`config.mk`:
```
export PLATFORM = sky130hd
export DESIGN_NAME = dma_xlate_unit
export DESIGN_NICKNAME = d
export VERILOG_FILES = /design/src/rtl/dxu_pkg.sv /design/src/rtl/dxu_cfg.sv /design/src/rtl/dxu_table.sv /design/src/rtl/dxu_lookup.sv /design/src/rtl/dma_xlate_unit.sv
export SDC_FILE = /design/constraint.sdc
export NUM_CORES = 1
export LEC_CHECK = 0
export BUFFER_PORTS_ARGS = -buffer_cell sky130_fd_sc_hd__buf_2
export CAP_MARGIN = 15
export CORE_MARGIN = 1.5
export CORE_UTILIZATION = 60
export CTS_CLUSTER_SIZE = 16
export DETAILED_ROUTE_END_ITERATION = 8
export PLACE_DENSITY_LB_ADDON = 0.05
export SYNTH_ARGS = -nofsm -noshare
export SYNTH_HDL_FRONTEND = slang
export SYNTH_SLANG_ARGS = --single-unit
```
`constraint.sdc`:
```
create_clock -name clk -period 4.55 [get_ports clk]
set_input_delay 0.91 -clock clk [delete_from_list [all_inputs] [get_ports clk]]
set_output_delay 0.91 -clock clk [all_outputs]
set_load 0.005 [all_outputs]
```
`src/rtl/dxu_pkg.sv`:
```
package dxu_pkg;

  typedef enum logic [1:0] {
    PERM_NONE = 2'd0,
    PERM_RO   = 2'd1,
    PERM_WO   = 2'd2,
    PERM_RW   = 2'd3
  } perm_e;

  // read needs bit 0, write needs bit 1
  function automatic logic perm_allows(input logic [1:0] perm, input logic is_write);
    return is_write ? perm[1] : perm[0];
  endfunction

endpackage

```
`src/rtl/dxu_cfg.sv`:
```
module dxu_cfg #(
  parameter int NUM_ENTRIES = 16,
  parameter int ADDR_W      = 32,
  parameter int DEF_SHIFT   = 12,
  localparam int SHIFT_W    = $clog2(ADDR_W),
  localparam int CNT_W      = $clog2(NUM_ENTRIES + 1)
) (
  input  logic               clk,
  input  logic               rst_n,
  input  logic               load,
  input  logic               enable,
  input  logic [SHIFT_W-1:0] shift_in,
  input  logic [CNT_W-1:0]   count_in,
  output logic [SHIFT_W-1:0] shift_q,
  output logic [CNT_W-1:0]   count_q
);

  localparam logic [CNT_W-1:0]   MAX_CNT   = CNT_W'(NUM_ENTRIES);
  localparam logic [SHIFT_W-1:0] RST_SHIFT = SHIFT_W'(DEF_SHIFT);

  logic [SHIFT_W-1:0] shift_d;
  logic [CNT_W-1:0]   count_d;
  logic               cfg_en;

  always_comb begin
    shift_d = shift_q;
    count_d = count_q;
    cfg_en  = 1'b0;
    if (load) begin
      if (!enable) begin
        cfg_en  = 1'b1;
        shift_d = '0;
        count_d = '0;
      end else if (count_q == '0) begin
        cfg_en = 1'b1;
        if (count_in == '0) begin
          shift_d = '0;
          count_d = '0;
        end else begin
          shift_d = shift_in;
          count_d = (count_in > MAX_CNT) ? MAX_CNT : count_in;
        end
      end
    end
  end

  always_ff @(posedge clk or negedge rst_n) begin
    if (!rst_n) begin
      shift_q <= RST_SHIFT;
      count_q <= MAX_CNT;
    end else if (cfg_en) begin
      shift_q <= shift_d;
      count_q <= count_d;
    end
  end

  assert_count_bounded_R8: assert property (@(posedge clk) disable iff (!rst_n)
    count_q <= MAX_CNT);

  assert_disabled_zero_shift_R9: assert property (@(posedge clk) disable iff (!rst_n)
    (count_q == '0) |-> (shift_q == '0));

  assert_reenable_ignored_R8: assert property (@(posedge clk) disable iff (!rst_n)
    (load && enable && count_q != '0) |=> ($stable(shift_q) && $stable(count_q)));

endmodule

```
`src/rtl/dxu_table.sv`:
```
module dxu_table #(
  parameter int NUM_ENTRIES = 16,
  parameter int DATA_W      = 32,
  localparam int IDX_W      = $clog2(NUM_ENTRIES)
) (
  input  logic              clk,
  input  logic              rst_n,
  input  logic              clr,
  input  logic              wr_en,
  input  logic [IDX_W-1:0]  wr_idx,
  input  logic [DATA_W-1:0] wr_data,
  input  logic [IDX_W-1:0]  rd_idx,
  output logic [DATA_W-1:0] rd_data
);

  logic [DATA_W-1:0] ent_view [NUM_ENTRIES];

  for (genvar g = 0; g < NUM_ENTRIES; g++) begin : g_ent
    logic [DATA_W-1:0] ent_q;
    logic [DATA_W-1:0] ent_d;
    logic              ent_en;

    always_comb begin
      ent_en = clr || (wr_en && (wr_idx == IDX_W'(g)));
      ent_d  = clr ? '0 : wr_data;
    end

    always_ff @(posedge clk or negedge rst_n) begin
      if (!rst_n)      ent_q <= '0;
      else if (ent_en) ent_q <= ent_d;
    end

    assign ent_view[g] = ent_q;
  end

  assign rd_data = ent_view[rd_idx];

  assert_clear_zeroes_R7: assert property (@(posedge clk) disable iff (!rst_n)
    clr |=> (rd_data == '0));

  assert_write_lands_R6: assert property (@(posedge clk) disable iff (!rst_n)
    (wr_en && !clr) |=> (ent_view[$past(wr_idx)] == $past(wr_data)));

endmodule

```
`src/rtl/dxu_lookup.sv`:
```
module dxu_lookup
  import dxu_pkg::*;
#(
  parameter int NUM_ENTRIES = 16,
  parameter int ADDR_W      = 32,
  localparam int IDX_W      = $clog2(NUM_ENTRIES),
  localparam int SHIFT_W    = $clog2(ADDR_W),
  localparam int CNT_W      = $clog2(NUM_ENTRIES + 1)
) (
  input  logic               clk,
  input  logic               rst_n,
  input  logic               req_valid,
  output logic               req_ready,
  input  logic [ADDR_W-1:0]  req_addr,
  input  logic               req_wr,
  input  logic [SHIFT_W-1:0] shift,
  input  logic [CNT_W-1:0]   count,
  output logic [IDX_W-1:0]   rd_idx,
  input  logic [ADDR_W-1:0]  ent_data,
  output logic               rsp_valid,
  input  logic               rsp_ready,
  output logic [ADDR_W-1:0]  rsp_iova,
  output logic [ADDR_W-1:0]  rsp_phys,
  output logic [ADDR_W-1:0]  rsp_mask,
  output logic [1:0]         rsp_perm,
  output logic               rsp_fault
);

  logic [ADDR_W-1:0] idx_full, page_mask;
  logic              in_range, accept, valid_d;
  logic [ADDR_W-1:0] iova_d, phys_d, mask_d;
  logic [1:0]        perm_d;
  logic              fault_d;

  always_comb begin
    idx_full  = req_addr >> shift;
    in_range  = idx_full < ADDR_W'(count);
    rd_idx    = idx_full[IDX_W-1:0];
    page_mask = ~((ADDR_W'(1) << shift) - ADDR_W'(1));
    if (in_range) begin
      iova_d = req_addr & page_mask;
      phys_d = ent_data & page_mask;
      mask_d = ~page_mask;
      perm_d = ent_data[1:0];
    end else begin
      iova_d = '0;
      phys_d = '0;
      mask_d = '1;
      perm_d = PERM_NONE;
    end
    fault_d = !perm_allows(perm_d, req_wr);
  end

  always_comb begin
    req_ready = !rsp_valid || rsp_ready;
    accept    = req_valid && req_ready;
    valid_d   = accept ? 1'b1 : (rsp_ready ? 1'b0 : rsp_valid);
  end

  always_ff @(posedge clk or negedge rst_n) begin
    if (!rst_n) rsp_valid <= 1'b0;
    else        rsp_valid <= valid_d;
  end

  always_ff @(posedge clk or negedge rst_n) begin
    if (!rst_n) begin
      rsp_iova  <= '0;
      rsp_phys  <= '0;
      rsp_mask  <= '0;
      rsp_perm  <= '0;
      rsp_fault <= 1'b0;
    end else if (accept) begin
      rsp_iova  <= iova_d;
      rsp_phys  <= phys_d;
      rsp_mask  <= mask_d;
      rsp_perm  <= perm_d;
      rsp_fault <= fault_d;
    end
  end

  assert_no_perm_faults_R4: assert property (@(posedge clk) disable iff (!rst_n)
    (rsp_valid && rsp_perm == PERM_NONE) |-> rsp_fault);

  assert_aligned_out_R2: assert property (@(posedge clk) disable iff (!rst_n)
    rsp_valid |-> (((rsp_phys & rsp_mask) == '0) && ((rsp_iova & rsp_mask) == '0)));

  assert_outside_form_R3: assert property (@(posedge clk) disable iff (!rst_n)
    (rsp_valid && rsp_mask == '1) |-> (rsp_perm == PERM_NONE && rsp_phys == '0 && rsp_iova == '0 && rsp_fault));

  assert_hold_on_stall_R5: assert property (@(posedge clk) disable iff (!rst_n)
    (rsp_valid && !rsp_ready) |=> (rsp_valid && $stable(rsp_phys) && $stable(rsp_iova) && $stable(rsp_perm)));

  assert_valid_after_accept_R5: assert property (@(posedge clk) disable iff (!rst_n)
    $rose(rsp_valid) |-> $past(req_valid && req_ready));

endmodule

```
`src/rtl/dma_xlate_unit.sv`:
```
module dma_xlate_unit #(
  parameter int ADDR_W      = 32,
  parameter int NUM_ENTRIES = 16,
  parameter int DEF_SHIFT   = 12,
  localparam int IDX_W      = $clog2(NUM_ENTRIES),
  localparam int SHIFT_W    = $clog2(ADDR_W),
  localparam int CNT_W      = $clog2(NUM_ENTRIES + 1)
) (
  input  logic               clk,
  input  logic               rst_n,
  input  logic               cfg_load,
  input  logic               cfg_enable,
  input  logic [SHIFT_W-1:0] cfg_shift,
  input  logic [CNT_W-1:0]   cfg_count,
  input  logic               tbl_clr,
  input  logic               tbl_wr_en,
  input  logic [IDX_W-1:0]   tbl_wr_idx,
  input  logic [ADDR_W-1:0]  tbl_wr_data,
  input  logic               req_valid,
  output logic               req_ready,
  input  logic [ADDR_W-1:0]  req_addr,
  input  logic               req_wr,
  output logic               rsp_valid,
  input  logic               rsp_ready,
  output logic [ADDR_W-1:0]  rsp_iova,
  output logic [ADDR_W-1:0]  rsp_phys,
  output logic [ADDR_W-1:0]  rsp_mask,
  output logic [1:0]         rsp_perm,
  output logic               rsp_fault
);

  logic [SHIFT_W-1:0] cur_shift;
  logic [CNT_W-1:0]   cur_count;
  logic [IDX_W-1:0]   lk_idx;
  logic [ADDR_W-1:0]  lk_entry;

  dxu_cfg #(
    .NUM_ENTRIES (NUM_ENTRIES),
    .ADDR_W      (ADDR_W),
    .DEF_SHIFT   (DEF_SHIFT)
  ) i_cfg (
    .clk      (clk),
    .rst_n    (rst_n),
    .load     (cfg_load),
    .enable   (cfg_enable),
    .shift_in (cfg_shift),
    .count_in (cfg_count),
    .shift_q  (cur_shift),
    .count_q  (cur_count)
  );

  dxu_table #(
    .NUM_ENTRIES (NUM_ENTRIES),
    .DATA_W      (ADDR_W)
  ) i_table (
    .clk     (clk),
    .rst_n   (rst_n),
    .clr     (tbl_clr),
    .wr_en   (tbl_wr_en),
    .wr_idx  (tbl_wr_idx),
    .wr_data (tbl_wr_data),
    .rd_idx  (lk_idx),
    .rd_data (lk_entry)
  );

  dxu_lookup #(
    .NUM_ENTRIES (NUM_ENTRIES),
    .ADDR_W      (ADDR_W)
  ) i_lookup (
    .clk       (clk),
    .rst_n     (rst_n),
    .req_valid (req_valid),
    .req_ready (req_ready),
    .req_addr  (req_addr),
    .req_wr    (req_wr),
    .shift     (cur_shift),
    .count     (cur_count),
    .rd_idx    (lk_idx),
    .ent_data  (lk_entry),
    .rsp_valid (rsp_valid),
    .rsp_ready (rsp_ready),
    .rsp_iova  (rsp_iova),
    .rsp_phys  (rsp_phys),
    .rsp_mask  (rsp_mask),
    .rsp_perm  (rsp_perm),
    .rsp_fault (rsp_fault)
  );

endmodule

```
[Yosys cells after proc, flatten, opt, wreduce, memory -nomap -nowiden]
Index checks and enable logic that the tools add are counted.
Storage, ports and cells
  register bits after elaboration: 622
  input bits: 87
Cells by class
  add/sub/neg operators: 1
  magnitude comparators: 3
  equal/unequal tests: 16
  shift-type cells: 2
  mux-type cells: 21
  bitwise operators: 5
  reduce and logical (&&, ||, !) cells: 41
Operators by type and width (count)
  $mux 32: 6
  $bmux 32 s4: 1
  $and 32x32->32: 2
  $not 32->32: 2
  $mux 5: 7
  $eq 4x4->1 const B: 8
  $lt 32x5->1: 1
  $shl 1x5->32 const A: 1
  $shr 32x5->32: 1
  $sub 32x2->32 const B: 1
  $logic_and 1x1->1: 17
  $logic_or 1x1->1: 17
  $eq 4x3->1 const B: 4
  $logic_not 5->1: 2
  $eq 4x2->1 const B: 2
  $mux 1: 6
  $ge 5x5->1 const B: 1
  $gt 5x5->1 const B: 1
  $not 4->5: 1
  $eq 4x1->1 const B: 1
  $logic_not 4->1: 1
  $reduce_and 3->1: 1
  $logic_not 1->1: 2
  $mux 2: 1
  other kinds (2): 2

[Logic depth before layout (Yosys ltp)]
Gate-level depths: netlist of the first run.
  depth after elaboration: 8
  gate-level depth with buffers: 23
  depth with buffers taken out: 14

[By module]
Synthesis of the first run repeated with hierarchy kept, for this count alone.
Unflattened totals
  cells, all modules: 3478
  area total of the unflattened synthesis: 32746.4 µm²
Modules (own cells, without submodules)
  dxu_table: instances 1, cells each 2680, area an instance 25698.4 µm², sequential area each 12812.3 µm²
  dxu_lookup: instances 1, cells each 743, area an instance 6513.7 µm², sequential area each 2502.4 µm²
  dxu_cfg: instances 1, cells each 55, area an instance 534.3 µm², sequential area each 254.0 µm²

[Worst setup path after synthesis of the first run]
OpenSTA, ideal clock, no wires.
  path kind: input -> register
  from: input port req_addr[18]
  to: register i_lookup.rsp_iova[24]
  library setup time: 65 ps
  data arrival time: 3969 ps
  required time: 4485 ps
  path slack: 516 ps
  cell stages on the path: 17
  buffers on the path: 4
  cell sequence: mux4_1 -> a32o_1 -> nor3_1 -> buf_4 -> clkinv_1 -> buf_2 -> ha_1 -> inv_1 -> o2111ai_1 -> o211ai_1 -> a31oi_1 -> o31ai_1 -> and3_1 -> buf_2 -> buf_2 -> o311a_1 -> a22o_1
Between the ends
  cells in the longest elaborated chain, start to end: 3
Ends and longest elaborated chain
  start, declared: RTL line dma_xlate_unit.sv:21  | input logic [ADDR_W-1:0] req_addr,
  $shr 32x5->32: RTL line dxu_lookup.sv:36  | idx_full = req_addr >> shift;
  $lt 32x5->1: RTL line dxu_lookup.sv:37  | in_range = idx_full < ADDR_W'(count);
  $mux 32: RTL line dxu_lookup.sv:40  | if (in_range) begin
  end signal, assigned: RTL line dxu_lookup.sv:73  | rsp_iova <= iova_d;
  end, declared: RTL line dxu_lookup.sv:22  | output logic [ADDR_W-1:0] rsp_iova,
Every way passes these cells.
A chain may end at the register's enable or synchronous reset.

[Worst setup path after layout of the first run]
  from: register i_cfg.shift_q[0]
  to: register i_lookup.rsp_phys[7]
Between the ends
  cells in the longest elaborated chain, start to end: 7
Ends and longest elaborated chain
  start, declared: RTL line dxu_cfg.sv:14  | output logic [SHIFT_W-1:0] shift_q,
  start signal, assigned: RTL line dxu_cfg.sv:52  | shift_q <= shift_d;
  branches (longest 6 deep; another with $lt 32x5->1)
  $mux 32 *: RTL line dxu_lookup.sv:40
  end signal, assigned: RTL line dxu_lookup.sv:74  | rsp_phys <= phys_d;
  end, declared: RTL line dxu_lookup.sv:23  | output logic [ADDR_W-1:0] rsp_phys,
Every way passes the cells marked *. The select of a mux whose other input is x is not followed.

==> out/metrics.csv, run 1 <==
stage,metric,value,unit
outcome,status,"finished, final reports clean",
cts,CTS tree,done,
drt,remaining antenna violation count after routing,0,
power_and_ir_drop,switch share,0.349,
logic_synthesis,mux cell area share after synthesis,0.0641,
finish,final net count,3917,
drt,drt pass-1 iters,6,
logic_synthesis,asr flop ratio synth,1.00,
setup_path,Crit Path Category,reg2reg,
logic_synthesis,top post-synthesis cells by area,"dfrtp_1, nand2_1, a21oi_1, mux2i_1, clkbuf_1",
cts,Worst-path clk slew,0.06,ns
logic_synthesis,Gate Count Post-Synth,3809,
logic_synthesis,xor/xnor share of the synthesized area,0.000281,
logic_synthesis,syn_area_per_cell,8.19,µm²
cts,maximum clock insertion buffer count,3,
logic_synthesis,Post-synth EDFFs,0,
setup_path,startpoint types,register,
cts,clk sinks,622,
finish,number of fill cells,4208,
drt,DR WL/cell,24.0,µm
logic_synthesis,largest family of logic cells by synthesized area,simple AND/OR/NAND/NOR gates,
logic_synthesis,simple logic cell fraction of the synthesized area,0.234,
timing,Setup Skew,0.0183,ns
finish,area of the multi-input gates,14300,µm²
die,core box area,51400,µm²
cts,clock latency on the worst-skew pair,0.60,ns
logic_synthesis,sequential area share after synthesis,0.499,
logic_synthesis,synth cell count leaders,"nand2_1, dfrtp_1, a21oi_1, clkbuf_1, nand3_1",
power_and_ir_drop,Net Switching,5360,µW
cts,CTS buffer count,67,
grt,largest net degree at the start of global routing,192,
logic_synthesis,Synth Area in Compound Gates,0.153,
grt,first-pass GRT wire length,167,mm
logic_synthesis,top_reg_cell synth,dfrtp_1,
logic_synthesis,post-synthesis sequential element count,622,
drt,vias per cell,6.37,
die,Die Width,231,µm
timing,Final min period,4.42,ns
logic_synthesis,"count leader, synth",nand2_1,
cts,Post CTS Setup Buffer Count,0,
cts,Root Driver,clkbuf_16,
timing,"Slew Viols, Final",0,
power_and_ir_drop,PwrDens,439,nW/µm²
timing,max_slew headroom,0.254,
timing,final hold violations,0,
timing,RSZ-0062 raised after global routing,false,
timing,worst slew pin tran,1.12,ns
grt,GRT busiest layer,met2,
logic_synthesis,Yosys top cell area share,0.496,
setup_path,critical path peak fanout,191,
power_and_ir_drop,P_leak,0.0150,µW
place,Placer Congestion,0.939,
setup_path,Critical Path RT,5.07,ns
power_and_ir_drop,Comb power frac,0.274,
logic_synthesis,adder-cell share of the synthesized area,0.00200,
finish,"Design Area, Final",35000,µm²
place,PortBufs,187,
flow_run,max_cap viols,0,
die,FP Rows,83,
setup_path,Crit path arrival time,4.95,ns
timing,period utilisation layout,0.972,
power_and_ir_drop,Int Pwr,9990,µW
timing,PnR worst setup slack,0.126,ns
grt,routing usage on met2,0.636,
cts,Max H-tree Level,3,
grt,vias in the first global route,27891,
die,Starting Density,0.607,
place,dpl ws,-0.0126,ns
setup_path,CP Capture Type,register,
grt,met3 Resource Use GR,0.0951,
die,die area,53400,µm²
place,"Cell Area, Placed",32800,µm²
grt,initial antenna violation count,14,
finish,Syn-to-layout area delta,12.1,%
grt,GRT Total Usage,0.412,
timing,Fin Setup TNS,0,ns
drt,initial DRC count,3403,
logic_synthesis,yosys warns,0,
finish,layout cell share with drive strength beyond 1,0.122,
grt,GR Layer Usage met1,0.553,
power_and_ir_drop,sequential share of power,0.371,
logic_synthesis,syn_nets,3901,
finish,Seq. cell area,15600,µm²
drt,routed vias,29039,
die,chip height,231,µm
power_and_ir_drop,clock share of power,0.354,
grt,grt ovf,0,
logic_synthesis,Synth cell types,66,
logic_synthesis,Syn Std Cell Area,31200,µm²
logic_synthesis,"area leader, netlist",dfrtp_1,
power_and_ir_drop,Peak VDD IR,0.440,mV
timing,Finish-stage setup viols,0,
timing,Max Clk Rate,226,MHz
die,num ports,188,
place,HPWL after DPL,67.7,mm
worst_hold_path,Hold Crit Class,in2async,
drt,Post-route DRC,0,
drt,total wire length,110,mm
timing repair:
item	CTS	global route
hold buffers	0	0
gates resized for setup	0	1
endpoints found under the setup margin	0	2
registers in the layout, indices dropped and copies added, names as in the netlist:
signal / count
i_lookup.rsp_phys: 32
i_table.g_ent.ent_q: 512
i_cfg.shift_q: 5
i_cfg.count_q: 5
i_lookup.rsp_fault: 1
i_lookup.rsp_valid: 1
i_lookup.rsp_mask: 32
i_lookup.rsp_iova: 32
i_lookup.rsp_perm: 2
through the flow:
stage	total power, µW	utilization	hold WS (ns)	std cells
2_1_floorplan	8230	-	0.463	3809
3_3_place_gp	9840	0.638	0.464	4435
3_5_place_dp	9850	0.638	0.479	4436
4_1_cts	15200	0.680	0.465	4548
5_1_grt	15800	0.680	0.477	4556
6_report	15300	0.681	0.406	4560
layout by cell type, fill, tap and decap left out, types with 15 or more instances in the layout:
cell,n
a32oi_1,33
and3_1,15
a21oi_1,526
o221ai_1,19
buf_4,87
nand2_1,1534
buf_2,185
clkbuf_1,21
nor2_1,68
o21ai_0,77
mux4_2,25
clkbuf_16,69
a22o_1,32
dfrtp_1,618
buf_12,23
a32o_1,23
nand3_1,136
o211ai_1,30
mux2i_1,119
kinds of logic (layout without fill, tap and decap cells):
| family | count (synthesis) | count (layout) |
|---|---|---|
| multiplexers | 160 | 160 |
| adder cells (fa/ha/maj) | 5 | 5 |
| other | 0 | 12 |
| buffers and inverters | 366 | 425 |
| AO/OA/AOI/OAI | 816 | 816 |
| AND/OR/NAND/NOR | 1839 | 1839 |
| flip-flops | 622 | 622 |
| XOR/XNOR | 1 | 1 |
worst max-delay path, cell delays in order, from the launching register on:
cell	delay [ns]
dfrtp_2	0.72
buf_4	0.27
mux4_2	0.59
a32o_1	0.26
nor3_2	0.27
buf_12	0.66
o21ai_0	0.34
o221ai_1	0.71
a22o_1	0.24
layer usage:
layer  up-vias  routed length (µm)
met4         2                5630
met1     14200               41900
met5         -                  13
met2      1718               49900
li1      12770                   -
met3       349               12100
layout make-up:
cell class,instances,area share
flip-flops and latches,622,0.445
multi-input cells,2821,0.407
repair buffers,298,0.0595
clock buffers,102,0.0563
well taps,680,0.0243
clock inverters,10,0.00490
inverters,15,0.00161
diodes,12,0.000858
final timing paths:
path / startpoint / endpoint / slack [ns] / cells past startpoint
setup / recovery: i_cfg.shift_q[0]$_DFFE_PN0P_ / i_lookup.rsp_phys[7]$_DFFE_PN0P_ / 0.13 / 8
hold / removal: rst_n / i_table.g_ent[7].ent_q[5]$_DFFE_PN0P_ / 0.41 / 1
setup reg to reg: i_cfg.shift_q[0]$_DFFE_PN0P_ / i_lookup.rsp_phys[7]$_DFFE_PN0P_ / 0.13 / 8
hold reg to reg: i_lookup.rsp_mask[25]$_DFFE_PN0P_ / i_lookup.rsp_mask[25]$_DFFE_PN0P_ / 0.49 / 1
max in group asynchronous: rst_n / i_table.g_ent[8].ent_q[27]$_DFFE_PN0P_ / 3.08 / 2
min in group clk: i_lookup.rsp_mask[25]$_DFFE_PN0P_ / i_lookup.rsp_mask[25]$_DFFE_PN0P_ / 0.49 / 1
power by group through the flow:
stage / Combinational (µW) / Clock, µW / Sequential (µW)
detailed placement: 4050 / 0 / 5800
finish: 4210 / 5440 / 5700
floorplan: 2480 / 0 / 5750
global placement: 4040 / 0 / 5790
global route: 4400 / 5700 / 5700
CTS: 4070 / 5480 / 5700
No activity file was read; power rests on OpenSTA's default activity.
==> inputs of run 2 (changes only) <==
Settings changed: CORE_UTILIZATION 60 to 48, GPL_ROUTABILITY_DRIVEN from default to 0.
==> out/metrics.csv, run 2 (same netlist as run 1, synthesis figures left out) <==
stage,metric,value,unit,change
outcome,status,"finished, final reports clean",,unchanged
timing,RSZ-0062 raised after global routing,false,,unchanged
timing,Setup Skew,0.0255,ns,was 0.0183 ns
power_and_ir_drop,Peak VDD IR,0.301,mV,was 0.440 mV
grt,grt ovf,0,,unchanged
cts,Root Driver,clkbuf_16,,unchanged
drt,drt pass-1 iters,6,,unchanged
setup_path,critical path peak fanout,49,,was 191
place,"Cell Area, Placed",33200,µm²,was 32800 µm²
die,num ports,188,,unchanged
drt,vias per cell,6.11,,was 6.37
die,die area,66600,µm²,was 53400 µm²
cts,CTS tree,done,,unchanged
cts,clock latency on the worst-skew pair,0.61,ns,was 0.60 ns
setup_path,Reg2Reg Depth,12,,was 8
setup_path,Critical Path RT,5.02,ns,was 5.07 ns
timing,Finish-stage setup viols,0,,unchanged
power_and_ir_drop,clock share of power,0.359,,was 0.354
timing,max_slew headroom,0.168,,was 0.254
power_and_ir_drop,Int Pwr,10300,µW,was 9990 µW
cts,maximum clock insertion buffer count,3,,unchanged
worst_hold_path,Hold Crit Class,in2async,,unchanged
timing,final hold violations,0,,unchanged
cts,Worst-path clk slew,0.06,ns,about the same
drt,DR WL/cell,24.9,µm,was 24.0 µm
power_and_ir_drop,Comb power frac,0.283,,was 0.274
timing,Fin Setup TNS,0,ns,unchanged
drt,routed vias,29162,,was 29039
timing,"Slew Viols, Final",0,,unchanged
place,HPWL after DPL,72.5,mm,was 67.7 mm
finish,"Design Area, Final",35600,µm²,was 35000 µm²
die,Starting Density,0.485,,was 0.607
power_and_ir_drop,switch share,0.355,,was 0.349
finish,layout cell share with drive strength beyond 1,0.134,,was 0.122
drt,remaining antenna violation count after routing,0,,unchanged
grt,vias in the first global route,27843,,was 27891
power_and_ir_drop,post-layout total power,15900,µW,was 15300 µW
die,core box area,64300,µm²,was 51400 µm²
grt,initial antenna violation count,15,,was 14
grt,first-pass GRT wire length,178,mm,was 167 mm
flow_run,max_cap viols,0,,unchanged
finish,final net count,3951,,was 3917
finish,most frequent cells in the layout,"nand2_1, dfrtp_1, a21oi_1, buf_2, nand3_1",,unchanged
cts,Max H-tree Level,3,,unchanged
finish,"most common cell after layout, fill and taps aside",nand2_1,,unchanged
grt,largest net degree at the start of global routing,135,,was 192
finish,max reg flops,512,,unchanged
drt,total wire length,119,mm,was 110 mm
die,Die Width,258,µm,was 231 µm
cts,CTS buffer count,71,,was 67
die,FP Rows,93,,was 83
power_and_ir_drop,Net Switching,5650,µW,was 5360 µW
die,chip height,258,µm,was 231 µm
finish,Syn-to-layout area delta,13.9,%,was 12.1%
setup_path,CP Capture Type,register,,unchanged
timing,Final min period,4.28,ns,was 4.42 ns
setup_path,startpoint types,register,,unchanged
finish,Finished Core Util,0.553,,was 0.681
power_and_ir_drop,PwrDens,447,nW/µm²,was 439 nW/µm²
grt,GRT Total Usage,0.355,,was 0.412
drt,initial DRC count,3804,,was 3403
timing,period utilisation layout,0.940,,was 0.972
timing,worst slew pin tran,1.25,ns,was 1.12 ns
drt,Post-route DRC,0,,unchanged
cts,clk sinks,622,,unchanged
timing,Max Clk Rate,234,MHz,was 226 MHz
power_and_ir_drop,P_leak,0.0152,µW,was 0.0150 µW
timing,Worst Hold Slack,0.298,ns,was 0.406 ns
setup_path,Crit path arrival time,4.74,ns,was 4.95 ns
finish,register with the most flip-flops,i_table.g_ent.ent_q,,unchanged
setup_path,Crit Path Category,reg2reg,,unchanged
place,PortBufs,187,,unchanged
power_and_ir_drop,sequential share of power,0.358,,was 0.371
run 2: final timing paths:
| kind | from | end | slack (ns) |
|---|---|---|---|
| worst max-delay path | i_cfg.shift_q[1]$_DFFE_PN0P_ | i_lookup.rsp_phys[29]$_DFFE_PN0P_ | 0.27 |
| worst min-delay path | rst_n | i_cfg.count_q[0]$_DFFE_PN0P_ | 0.30 |
| worst max register to register | i_cfg.shift_q[1]$_DFFE_PN0P_ | i_lookup.rsp_phys[29]$_DFFE_PN0P_ | 0.27 |
| worst min register to register | i_lookup.rsp_phys[17]$_DFFE_PN0P_ | i_lookup.rsp_phys[17]$_DFFE_PN0P_ | 0.49 |
| max in group asynchronous | rst_n | i_lookup.rsp_phys[23]$_DFFE_PN0P_ | 2.86 |
| min in group clk | i_lookup.rsp_phys[17]$_DFFE_PN0P_ | i_lookup.rsp_phys[17]$_DFFE_PN0P_ | 0.49 |
run 2: critical path, stage by stage, from the launching register on:
cell	delay, ns
dfrtp_1	0.53
buf_4	0.36
mux4_2	0.30
o22ai_1	0.15
o21a_1	0.28
nor3_2	0.45
buf_12	0.29
buf_4	0.61
mux2i_1	0.27
mux2i_1	0.10
a32oi_1	0.16
and3_1	0.47
o21ai_1	0.10
run 2: per-stage QoR:
stage,worst slack (ns),instances
floorplan,0.516,3809
global placement,-0.000268,4639
detailed placement,0.0841,4639
CTS,0.342,4762
global route,0.0645,4773
finish,0.273,4776
run 2: timing repair:
| action | 4_1_cts | 5_1_grt |
|---|---|---|
| buffers inserted | 0 | 1 |
| resized for setup | 0 | 1 |
| setup endpoints to repair | 0 | 3 |
| hold buffers | 0 | 0 |
run 2: cell type report:
cell class | instances | area (µm²)
Tap cell | 855 | 1070
Inverter | 15 | 56.3
Multi-Input combinational cell | 2821 | 14300
Clock inverter | 19 | 154
Clock buffer | 104 | 2130
Fill cell | 5924 | 28800
Antenna cell | 12 | 30.0
Timing Repair Buffer | 328 | 2270
Sequential cell | 622 | 15600
run 2: per-layer routing:
layer  vias up  track usage  wire length [µm]
li1      12831            -                 -
met4         2        0.174              5780
met1     14319        0.482             47100
met5         -            0                12
met3       310       0.0593             11200
met2      1700        0.555             54900
run 2: power groups by stage:
stage	Clock, µW	Sequential [µW]	Combinational [µW]
global route	6000	5700	4680
detailed placement	0	5790	4370
finish	5710	5690	4500
global placement	0	5780	4350
floorplan	0	5750	2480
CTS	5770	5690	4390
